$ cat config.mk
export PLATFORM = sky130hd
export DESIGN_NAME = wbuf_forward
export DESIGN_NICKNAME = d
export VERILOG_FILES = /design/src/rtl/wbuf_pkg.sv /design/src/rtl/wbuf_ctrl.sv /design/src/rtl/wbuf_store.sv /design/src/rtl/wbuf_match.sv /design/src/rtl/wbuf_forward.sv
export SDC_FILE = /design/constraint.sdc
export NUM_CORES = 1
export LEC_CHECK = 0
export CORE_ASPECT_RATIO = 0.6
export CORE_UTILIZATION = 50
export DETAILED_ROUTE_END_ITERATION = 12
export DONT_BUFFER_PORTS = 1
export PLACE_DENSITY = 0.68
export SLEW_MARGIN = 5
export SYNTH_ARGS = -nofsm -noshare
export SYNTH_HDL_FRONTEND = slang
export SYNTH_SLANG_ARGS = --single-unit
$ cat constraint.sdc
create_clock -name clk -period 5.3 [get_ports clk]
set_clock_uncertainty 0.05 [all_clocks]
set_input_delay 1.59 -clock clk [delete_from_list [all_inputs] [get_ports clk]]
set_output_delay 1.59 -clock clk [all_outputs]
set_load 0.01 [all_outputs]
$ cat src/rtl/wbuf_pkg.sv
package wbuf_pkg;
  parameter int unsigned WB_DEPTH_DEF = 4;
  parameter int unsigned WB_AW_DEF    = 8;
  parameter int unsigned WB_DW_DEF    = 16;
endpackage

$ cat src/rtl/wbuf_ctrl.sv
module wbuf_ctrl #(
  parameter int unsigned DEPTH = wbuf_pkg::WB_DEPTH_DEF,
  localparam int unsigned PTR_W = (DEPTH > 1) ? $clog2(DEPTH) : 1
) (
  input  logic             clk,
  input  logic             rst_n,
  input  logic             st_valid,
  input  logic             mem_ready,
  output logic             st_ready,
  output logic             mem_valid,
  output logic             full,
  output logic             empty,
  output logic             push,
  output logic             pop,
  output logic [PTR_W-1:0] head,
  output logic [PTR_W-1:0] tail,
  output logic [DEPTH-1:0] valid
);
  logic [PTR_W-1:0] head_q, head_d, tail_q, tail_d;
  logic [DEPTH-1:0] valid_q, valid_d;

  always_comb begin
    empty     = ~|valid_q;
    full      = &valid_q;
    mem_valid = !empty;
    pop       = mem_valid && mem_ready;
    st_ready  = !full || pop;
    push      = st_valid && st_ready;
  end

  always_comb begin
    head_d  = head_q;
    tail_d  = tail_q;
    valid_d = valid_q;
    if (pop) begin
      valid_d[head_q] = 1'b0;
      head_d = (head_q == PTR_W'(DEPTH-1)) ? '0 : head_q + 1'b1;
    end
    if (push) begin
      valid_d[tail_q] = 1'b1;
      tail_d = (tail_q == PTR_W'(DEPTH-1)) ? '0 : tail_q + 1'b1;
    end
  end

  always_ff @(posedge clk or negedge rst_n) begin
    if (!rst_n) begin
      head_q  <= '0;
      tail_q  <= '0;
      valid_q <= '0;
    end else if (push || pop) begin
      head_q  <= head_d;
      tail_q  <= tail_d;
      valid_q <= valid_d;
    end
  end

  assign head  = head_q;
  assign tail  = tail_q;
  assign valid = valid_q;

  // A full buffer without a drain must not take a store
  assert_full_stall_R3: assert property (@(posedge clk) disable iff (!rst_n)
    (full && !mem_ready) |=> ($stable(tail_q) && full));

  // Drain and store in one cycle while full keeps the buffer full
  assert_accept_on_drain_R8: assert property (@(posedge clk) disable iff (!rst_n)
    (full && mem_ready && st_valid) |=> full);
endmodule

$ cat src/rtl/wbuf_store.sv
module wbuf_store #(
  parameter int unsigned DEPTH = wbuf_pkg::WB_DEPTH_DEF,
  parameter int unsigned AW    = wbuf_pkg::WB_AW_DEF,
  parameter int unsigned DW    = wbuf_pkg::WB_DW_DEF,
  localparam int unsigned PTR_W = (DEPTH > 1) ? $clog2(DEPTH) : 1
) (
  input  logic             clk,
  input  logic             push,
  input  logic [PTR_W-1:0] tail,
  input  logic [PTR_W-1:0] head,
  input  logic [AW-1:0]    st_addr,
  input  logic [DW-1:0]    st_data,
  output logic [AW-1:0]    addr_q [DEPTH],
  output logic [DW-1:0]    data_q [DEPTH],
  output logic [AW-1:0]    mem_addr,
  output logic [DW-1:0]    mem_data
);
  for (genvar i = 0; i < DEPTH; i++) begin : g_slot
    logic wr_en;
    assign wr_en = push && (tail == PTR_W'(i));
    always_ff @(posedge clk) begin
      if (wr_en) begin
        addr_q[i] <= st_addr;
        data_q[i] <= st_data;
      end
    end
  end

  assign mem_addr = addr_q[head];
  assign mem_data = data_q[head];
endmodule

$ cat src/rtl/wbuf_match.sv
module wbuf_match #(
  parameter int unsigned DEPTH = wbuf_pkg::WB_DEPTH_DEF,
  parameter int unsigned AW    = wbuf_pkg::WB_AW_DEF,
  parameter int unsigned DW    = wbuf_pkg::WB_DW_DEF,
  localparam int unsigned PTR_W = (DEPTH > 1) ? $clog2(DEPTH) : 1
) (
  input  logic [DEPTH-1:0] valid,
  input  logic [PTR_W-1:0] head,
  input  logic [AW-1:0]    addr_q [DEPTH],
  input  logic [DW-1:0]    data_q [DEPTH],
  input  logic [AW-1:0]    ld_addr,
  output logic             ld_hit,
  output logic [DW-1:0]    ld_data
);
  logic [PTR_W-1:0] slot_of_age [DEPTH];

  // slot holding the entry of age k (0 = oldest)
  for (genvar k = 0; k < DEPTH; k++) begin : g_age
    logic [PTR_W:0] sum;
    assign sum = {1'b0, head} + (PTR_W+1)'(k);
    assign slot_of_age[k] = (sum >= (PTR_W+1)'(DEPTH)) ?
                            PTR_W'(sum - (PTR_W+1)'(DEPTH)) : sum[PTR_W-1:0];
  end

  // walk from oldest to youngest; the last match overrides
  always_comb begin
    ld_hit  = 1'b0;
    ld_data = '0;
    for (int k = 0; k < DEPTH; k++) begin
      if (valid[slot_of_age[k]] && (addr_q[slot_of_age[k]] == ld_addr)) begin
        ld_hit  = 1'b1;
        ld_data = data_q[slot_of_age[k]];
      end
    end
  end
endmodule

$ cat src/rtl/wbuf_forward.sv
module wbuf_forward #(
  parameter int unsigned DEPTH = wbuf_pkg::WB_DEPTH_DEF,
  parameter int unsigned AW    = wbuf_pkg::WB_AW_DEF,
  parameter int unsigned DW    = wbuf_pkg::WB_DW_DEF
) (
  input  logic          clk,
  input  logic          rst_n,
  input  logic          st_valid,
  input  logic [AW-1:0] st_addr,
  input  logic [DW-1:0] st_data,
  output logic          st_ready,
  input  logic [AW-1:0] ld_addr,
  output logic          ld_hit,
  output logic [DW-1:0] ld_data,
  output logic          mem_valid,
  output logic [AW-1:0] mem_addr,
  output logic [DW-1:0] mem_data,
  input  logic          mem_ready,
  output logic          full,
  output logic          empty
);
  localparam int unsigned PTR_W = (DEPTH > 1) ? $clog2(DEPTH) : 1;

  logic             push, pop;
  logic [PTR_W-1:0] head, tail;
  logic [DEPTH-1:0] valid;
  logic [AW-1:0]    addr_q [DEPTH];
  logic [DW-1:0]    data_q [DEPTH];

  wbuf_ctrl #(.DEPTH(DEPTH)) u_ctrl (
    .clk(clk), .rst_n(rst_n), .st_valid(st_valid), .mem_ready(mem_ready),
    .st_ready(st_ready), .mem_valid(mem_valid), .full(full), .empty(empty),
    .push(push), .pop(pop), .head(head), .tail(tail), .valid(valid)
  );

  wbuf_store #(.DEPTH(DEPTH), .AW(AW), .DW(DW)) u_store (
    .clk(clk), .push(push), .tail(tail), .head(head),
    .st_addr(st_addr), .st_data(st_data), .addr_q(addr_q), .data_q(data_q),
    .mem_addr(mem_addr), .mem_data(mem_data)
  );

  wbuf_match #(.DEPTH(DEPTH), .AW(AW), .DW(DW)) u_match (
    .valid(valid), .head(head), .addr_q(addr_q), .data_q(data_q),
    .ld_addr(ld_addr), .ld_hit(ld_hit), .ld_data(ld_data)
  );

  // Offered drain entry holds while memory back-pressures
  assert_drain_stable_R5: assert property (@(posedge clk) disable iff (!rst_n)
    (mem_valid && !mem_ready) |=> (mem_valid && $stable(mem_addr) && $stable(mem_data)));

  // A forwarded hit needs a pending entry
  assert_hit_needs_entry_R6: assert property (@(posedge clk) disable iff (!rst_n)
    ld_hit |-> !empty);

  // Status flags are exclusive
  assert_flags_exclusive_R10: assert property (@(posedge clk) disable iff (!rst_n)
    !(full && empty));

  // Every drain handshake takes an entry out (push may refill one)
  assert_one_per_drain_R5: assert property (@(posedge clk) disable iff (!rst_n)
    (pop && !push && $countones(valid) == 1) |=> empty);
endmodule

======== Word-level counts from Yosys, hierarchy flattened ========
Index checks and enable logic that the tools add are counted.
word-level totals
  bits of input ports ..................... 36
  register bits ........................... 104
  output and inout port bits .............. 45
  memory bits (writable) .................. 0
  bits in latches ......................... 0
  bits in read-only memories .............. 0
  memories kept ........................... 0
operators by class
  multiplexer cells ....................... 58
  shifts and indexed selects .............. 0
  div/mod/pow operators ................... 0
  $lt $le $gt $ge ......................... 17
  multipliers ............................. 0
  equal/unequal tests ..................... 8
  bitwise logic cells ..................... 8
  reductions and logical operators ........ 21
  add/sub/neg operators ................... 9
operator list
  kind                                                                number
  2-to-1 mux 16 bit                                                   14
  binary-select mux 16 bit (select 2 bit)                             5
  binary-select mux 8 bit (select 2 bit)                              5
  2-to-1 mux 8 bit                                                    10
  == test 8 bit                                                       4
  greater-or-equal comparator 3 bit (second input constant)           8
  < comparator 2 x 3 -> 1 bit (second input constant)                 6
  inverter 2 -> 3 bit                                                 5
  logical AND 1 bit                                                   12
  2-to-1 mux 2 bit                                                    6
  2-to-1 mux 1 bit                                                    10
  binary-select mux 1 bit (select 2 bit)                              4
  2-to-1 mux 4 bit                                                    2
  subtractor 2 x 1 -> 2 bit (second input constant)                   4
  adder 2 x 2 -> 3 bit (second input constant)                        2
  == test 2 bit (second input constant)                               3
  adder 2 x 1 -> 2 bit (second input constant)                        2
  bitwise AND 4 bit                                                   1
  demux 1 bit (select 2 bit)                                          2
  greater-or-equal comparator 2 x 1 -> 1 bit (second input constant)  2
  inverter 4 bit                                                      1
  bitwise OR 4 bit                                                    1
  AND reduction 2 bit                                                 2
  AND reduction 4 bit                                                 1
  7 further kinds                                                     9

======== Longest topological paths before layout ========
  word-level depth ........................ 12
  mapped depth ............................ 18
  depth with buffers taken out ............ 9

======== Hierarchy ========
Synthesis repeated with hierarchy kept, for this count alone.
unflattened totals
  cell total of the unflattened synthesis .. 567
  area total of the unflattened synthesis .. 7194.4 µm²
by module, submodules not included
  module      times used  sequential area each (µm²)  area each (µm²)  cells each
  wbuf_store  1           2882.8                      3534.6           130
  wbuf_match  1           0.0                         3176.8           394
  wbuf_ctrl   1           200.2                       483.0            43

======== Worst setup path before layout ========
OpenSTA, ideal clock, no wires.
  path kind ............................... register to output
  start ................................... reg u_ctrl.head_q[1] (netlist: u_ctrl.head[1])
  end ..................................... out ld_data[10]
  arrival time ............................ 3.959 ns
  stages on the path, launching flop included .. 18
  setup slack ............................. -0.299 ns
  required time ........................... 3.660 ns
  cells stage by stage .................... dfrtp_1 -> clkbuf_1 -> buf_4 -> buf_2 -> buf_2 -> buf_1 -> inv_1 -> ha_1 -> buf_6 -> buf_8 -> mux4_2 -> xnor2_1 -> nand4_1 -> nor3_4 -> buf_2 -> nand2_1 -> a21o_1 -> a31oi_1
between the ends
  cells in the longest elaborated chain, start to end .. 12
RTL lines
  what                                                                                                 line                                                  RTL
  start: declaration                                                                                   wbuf_ctrl.sv:19                                       logic [PTR_W-1:0] head_q, head_d, tail_q, tail_d;
  start signal: assignment                                                                             wbuf_ctrl.sv:47                                       head_q <= '0;
  start signal: assignment                                                                             wbuf_ctrl.sv:51                                       head_q <= head_d;
  adder 2 x 1 -> 3 bit, or another cell as far along                                                   wbuf_match.sv:20                                      assign sum = {1'b0, head} + (PTR_W+1)'(k);
  greater-or-equal comparator 3 bit, or another cell as far along                                      wbuf_match.sv:21                                      assign slot_of_age[k] = (sum >= (PTR_W+1)'(DEPTH)) ?
  2-to-1 mux 2 bit or inverter 2 -> 3 bit (tied branches)                                              wbuf_match.sv:21, wbuf_match.sv:30, wbuf_match.sv:32
  inverter 2 -> 3 bit (implied by the code) or binary-select mux 8 bit (select 2 bit) (tied branches)  wbuf_match.sv:30, wbuf_match.sv:32
  binary-select mux 8 bit (select 2 bit) or 2-to-1 mux 8 bit (tied branches)                           wbuf_match.sv:30                                      if (valid[slot_of_age[k]] && (addr_q[slot_of_age[k]] == ld_addr)) begin
  2-to-1 mux 8 bit (implied by the code)                                                               wbuf_match.sv:30
  2-to-1 mux 8 bit (implied by the code) or == test 8 bit (tied branches)                              wbuf_match.sv:30
  == test 8 bit or logical AND 1 bit (tied branches)                                                   wbuf_match.sv:30
  logical AND 1 bit or 2-to-1 mux 16 bit (tied branches)                                               wbuf_match.sv:30
  2-to-1 mux 16 bit (2 in series)                                                                      wbuf_match.sv:30
  2-to-1 mux 16 bit (*)                                                                                wbuf_match.sv:30
  end: declaration                                                                                     wbuf_forward.sv:14                                    output logic [DW-1:0] ld_data,
Mark *: on every way between the ends. The rest lies on a longest branch, timed or not. The select of a mux whose other input is x is not followed.

======== Worst setup path after layout ========
  start ................................... reg u_ctrl.head_q[0] (netlist: u_ctrl.head[0])
  end ..................................... out ld_data[2]
Same word-level chain as after synthesis.

==> impl_metrics.py <==
metrics = {
    "power": {
        "p_per_area_nw_per_um2": 584.0,
        "p_leak_nw": 2.351,
        "power_frac_comb_pct": 57.3,
        "power.switching_mw": 1.609,
        "swShare_pct": 37.15,
        "clockPowerShare_pct": 14.0,
        "vdd_ir_drop_max_v": 0.0003126,
        "seqPwrFrac_pct": 28.7,
        "power_mw": 4.332,
        "power.internal_mw": 2.723,
    },
    "setup_path": {
        "cp_common_cell": "buf_4",
        "critPathTopFamily": "simple AND/OR/NAND/NOR gates",
        "regToRegSetupSlack_ns": 2.54,
        "slowest_stage": "or3_4",
        "required_ns": 3.66,
        "cp-end-kind": "output pin",
        "criticalPathCategory": "flop to output pin",
        "cp_num_cells": 12,
        "slowest_delay_ns": 0.50,
        "r2r_end": "u_ctrl.valid[1]$_DFFE_PN0P_",
        "crit_chain": "inv_1 > ha_4 > buf_12 > mux4_2 > xnor2_1 > nand4_1 > or3_4 > buf_4 > nand3_1 > a21o_1 > a31oi_1 > buf_4",
        "worstReg2RegStart": "u_ctrl.valid[2]$_DFFE_PN0P_",
        "ff2ff_path_depth": 6,
        "cp-start-kind": "flop",
        "path_buf_inv": 4,
        "setup.worst_path.end": "ld_data[2]",
        "crit_start": "u_ctrl.head[0]$_DFFE_PN0P_",
        "worstPathArrival_ns": 3.51,
        "path_max_fanout": 10,
    },
    "clock_tree": {
        "cts_tree": "built",
        "clk_latency_ns": 0.33,
        "clock_sinks": 104,
        "htreeDepth": 3,
        "cts_root_buf": "clkbuf_16",
        "hold_buffers": 0,
        "clk_pin_slew_ns": 0.07,
        "numCtsBuffers": 9,
        "cts_max_path_buffers": 2,
    },
    "routing": {
        "drcViolationCount": 5,
        "ant_nets": 0,
        "dr.pass1.iters": 8,
        "viasPerCell": 6.887,
        "routed_wl_um": 15520,
        "wire_per_inst_um": 25.73,
        "vias": 4153,
        "drt_iter0_drc": 284,
    },
    "logic_synthesis": {
        "synth_nets": 475,
        "synthSimpleGateAreaFrac_pct": 7.729,
        "synthTopCellsByCount": "edfxtp_1, mux4_2, nand2_1, xnor2_1, a21o_1",
        "ys_seq_area_share_pct": 45.34,
        "synth_compound_area_share_pct": 4.104,
        "synth_edf_count": 96,
        "syn_area_um2": 6799,
        "async_reset_ff_share_pct": 7.692,
        "synth-seq-cells": 104,
        "yosys-top-cells-area": "edfxtp_1, mux4_2, xnor2_1, dfrtp_1, nand2_1",
        "netlist.area_leader.share_pct": 42.40,
        "netlist_instances": 431,
        "synth-main-ff-cell": "edfxtp_1",
        "yosysWarnings": 0,
        "synth_top_area_cell": "edfxtp_1",
        "synthXorXnorAreaFrac_pct": 4.122,
        "synthAdderAreaFrac_pct": 1.472,
        "synth_mux_area_share_pct": 33.44,
        "syn_area_per_cell_um2": 15.77,
        "synth_cell_types": 38,
        "synth_top_family_by_area": "multiplexers",
    },
    "cells_and_area": {
        "syn2layout_area_growth_pct": 9.109,
        "diodes": 0,
        "utilization_pct": 56.83,
        "layout-drive-gt1-share_pct": 38.57,
        "fillers": 1013,
        "final_cells": 603,
        "finalNetCount": 472,
    },
    "floorplan": {
        "die_w_um": 152.5,
        "pin_count": 81,
        "dieHeight_um": 92.33,
        "dieArea_um2": 14080,
        "start_util_pct": 52.09,
        "rows": 32,
        "coreArea_um2": 13050,
    },
    "place": {
        "dp_cells": 583,
        "dp_hpwl_um": 10610,
        "port_buffers": 0,
        "gp_congestion": 0.8463,
    },
    "global_route": {
        "grt_pass1_vias": 4156,
        "grt.total_usage_pct": 23.12,
        "grt_pass1_wl_um": 24180,
        "grt-ovfl-total": 0,
        "grt_max_degree": 54,
        "antenna_found_initial": 0,
    },
    "run_status": {
        "outcome": "finished, violations left",
        "violations": "DRC",
    },
    "run": {
        "drv_cap": 0,
    },
    "worst_hold_path": {
        "worstHoldPathType": "flop to flop",
        "hp-start": "u_ctrl.valid[0]$_DFFE_PN0P_",
    },
    "timing": {
        "worst_pin_slew_ns": 0.7647,
        "finalCritPeriodShare_pct": 97.25,
        "timing.fmax_mhz": 194.0,
        "slew_headroom_pct": 49.02,
        "final_hold_viol_count": 0,
        "rsz0062_at_grt": "no",
        "layout_min_cycle_time_ns": 5.154,
        "setup_viol": 0,
        "fin_setup_tns_ns": 0,
        "slew_violations": 0,
    },
}
how the worst min path moves through the flow:
stage | to | slack [ns] | cells past startpoint
final | u_ctrl.valid[0]$_DFFE_PN0P_ | 0.58 | 1
after floorplan | u_ctrl.valid[2]$_DFFE_PN0P_ | 0.47 | 1
after CTS | u_ctrl.tail[0]$_DFFE_PN0P_ | 0.57 | 3
after detailed placement | u_ctrl.tail[0]$_DFFE_PN0P_ | 0.56 | 3
after global placement | u_ctrl.valid[0]$_DFFE_PN0P_ | 0.53 | 1
after global routing | u_ctrl.valid[3]$_DFFE_PN0P_ | 0.62 | 1
layer usage:
metal / track usage [%] / vias to the layer above / wire (um) / part of all wire (%)
li1: - / 1761 / - / -
met1: 32.93 / 2188 / 6762 / 44
met2: 34.29 / 193 / 7094 / 46
met3: 9.172 / 11 / 1564 / 10
met4: 3.620 / 0 / 94 / 0.61
met5: 0 / - / 0 / 0
repair_timing:
item | in CTS | in global routing
resized for setup | 3 | 2
pin swaps | 0 | 1
setup buffers | 0 | 3
cloned | 1 | 0
endpoints found under the hold margin | 0 | 0
endpoints found under the setup margin | 11 | 3
stage by stage:
step | area (um2) | setup WS [ns] | hold WS, ns
floorplan | 6862 | 0.02318 | 0.4712
global placement | 7057 | 0.3596 | 0.5279
detailed placement | 7057 | 0.2857 | 0.5573
CTS | 7378 | 0.1398 | 0.5672
global route | 7418 | 0.02877 | 0.6182
finish | 7418 | 0.1457 | 0.5769
placed cells by master (no fill, tap or decap), types with 2 or more instances in the layout:
master     netlist  layout
a21o_1          19      19
a31oi_1         14       5
a31oi_2          0       9
and2_1           2       2
and3_1           4       4
buf_12           0       3
buf_4            3      22
clkbuf_1        10       2
clkbuf_16        0       9
dfrtp_1          8       6
edfxtp_1        96      96
ha_1             8       7
inv_1            6       6
mux2_2           2       2
mux4_1           3       3
mux4_2          96      96
nand2_1         41      41
nand3_1          9       9
nand3_2          9       9
nand4_1          6       6
nor2_1          16      16
nor3_4           2       3
o21ai_0          3       2
or4_1            2       2
xnor2_1         32      32
state kept, by name, summed over array words and instances, names as in the netlist:
name / count
u_ctrl.head: 2
u_ctrl.tail: 2
u_ctrl.valid: 4
u_store.addr_q: 32
u_store.data_q: 64
final cells by class:
type	instances	area, um2	area share (%)
Sequential cell	104	3088	41.63
Multi-Input combinational cell	280	3543	47.77
Tap cell	170	212.7	2.867
Clock inverter	5	33.78	0.4554
Clock buffer	11	232.7	3.137
Inverter	6	22.52	0.3036
Timing Repair Buffer	27	285.3	3.846
power groups by stage:
stage               Combinational, mW  Clock [mW]  Sequential (mW)
finish                           2.48       0.606             1.24
global route                     2.65       0.640             1.26
CTS                              2.45       0.612             1.24
detailed placement               2.38           0             1.25
global placement                 2.33           0             1.23
floorplan                        2.02           0             1.20
cells by family (layout without fill, tap and decap cells):
logic type	Yosys count	count (layout)
AO/OA/AOI/OAI	40	40
XOR/XNOR	32	32
adder cells (fa/ha/maj)	8	8
buffers and inverters	47	49
flip-flops	104	104
multiplexers	102	102
AND/OR/NAND/NOR	98	98
No activity file was read; power rests on OpenSTA's default activity.
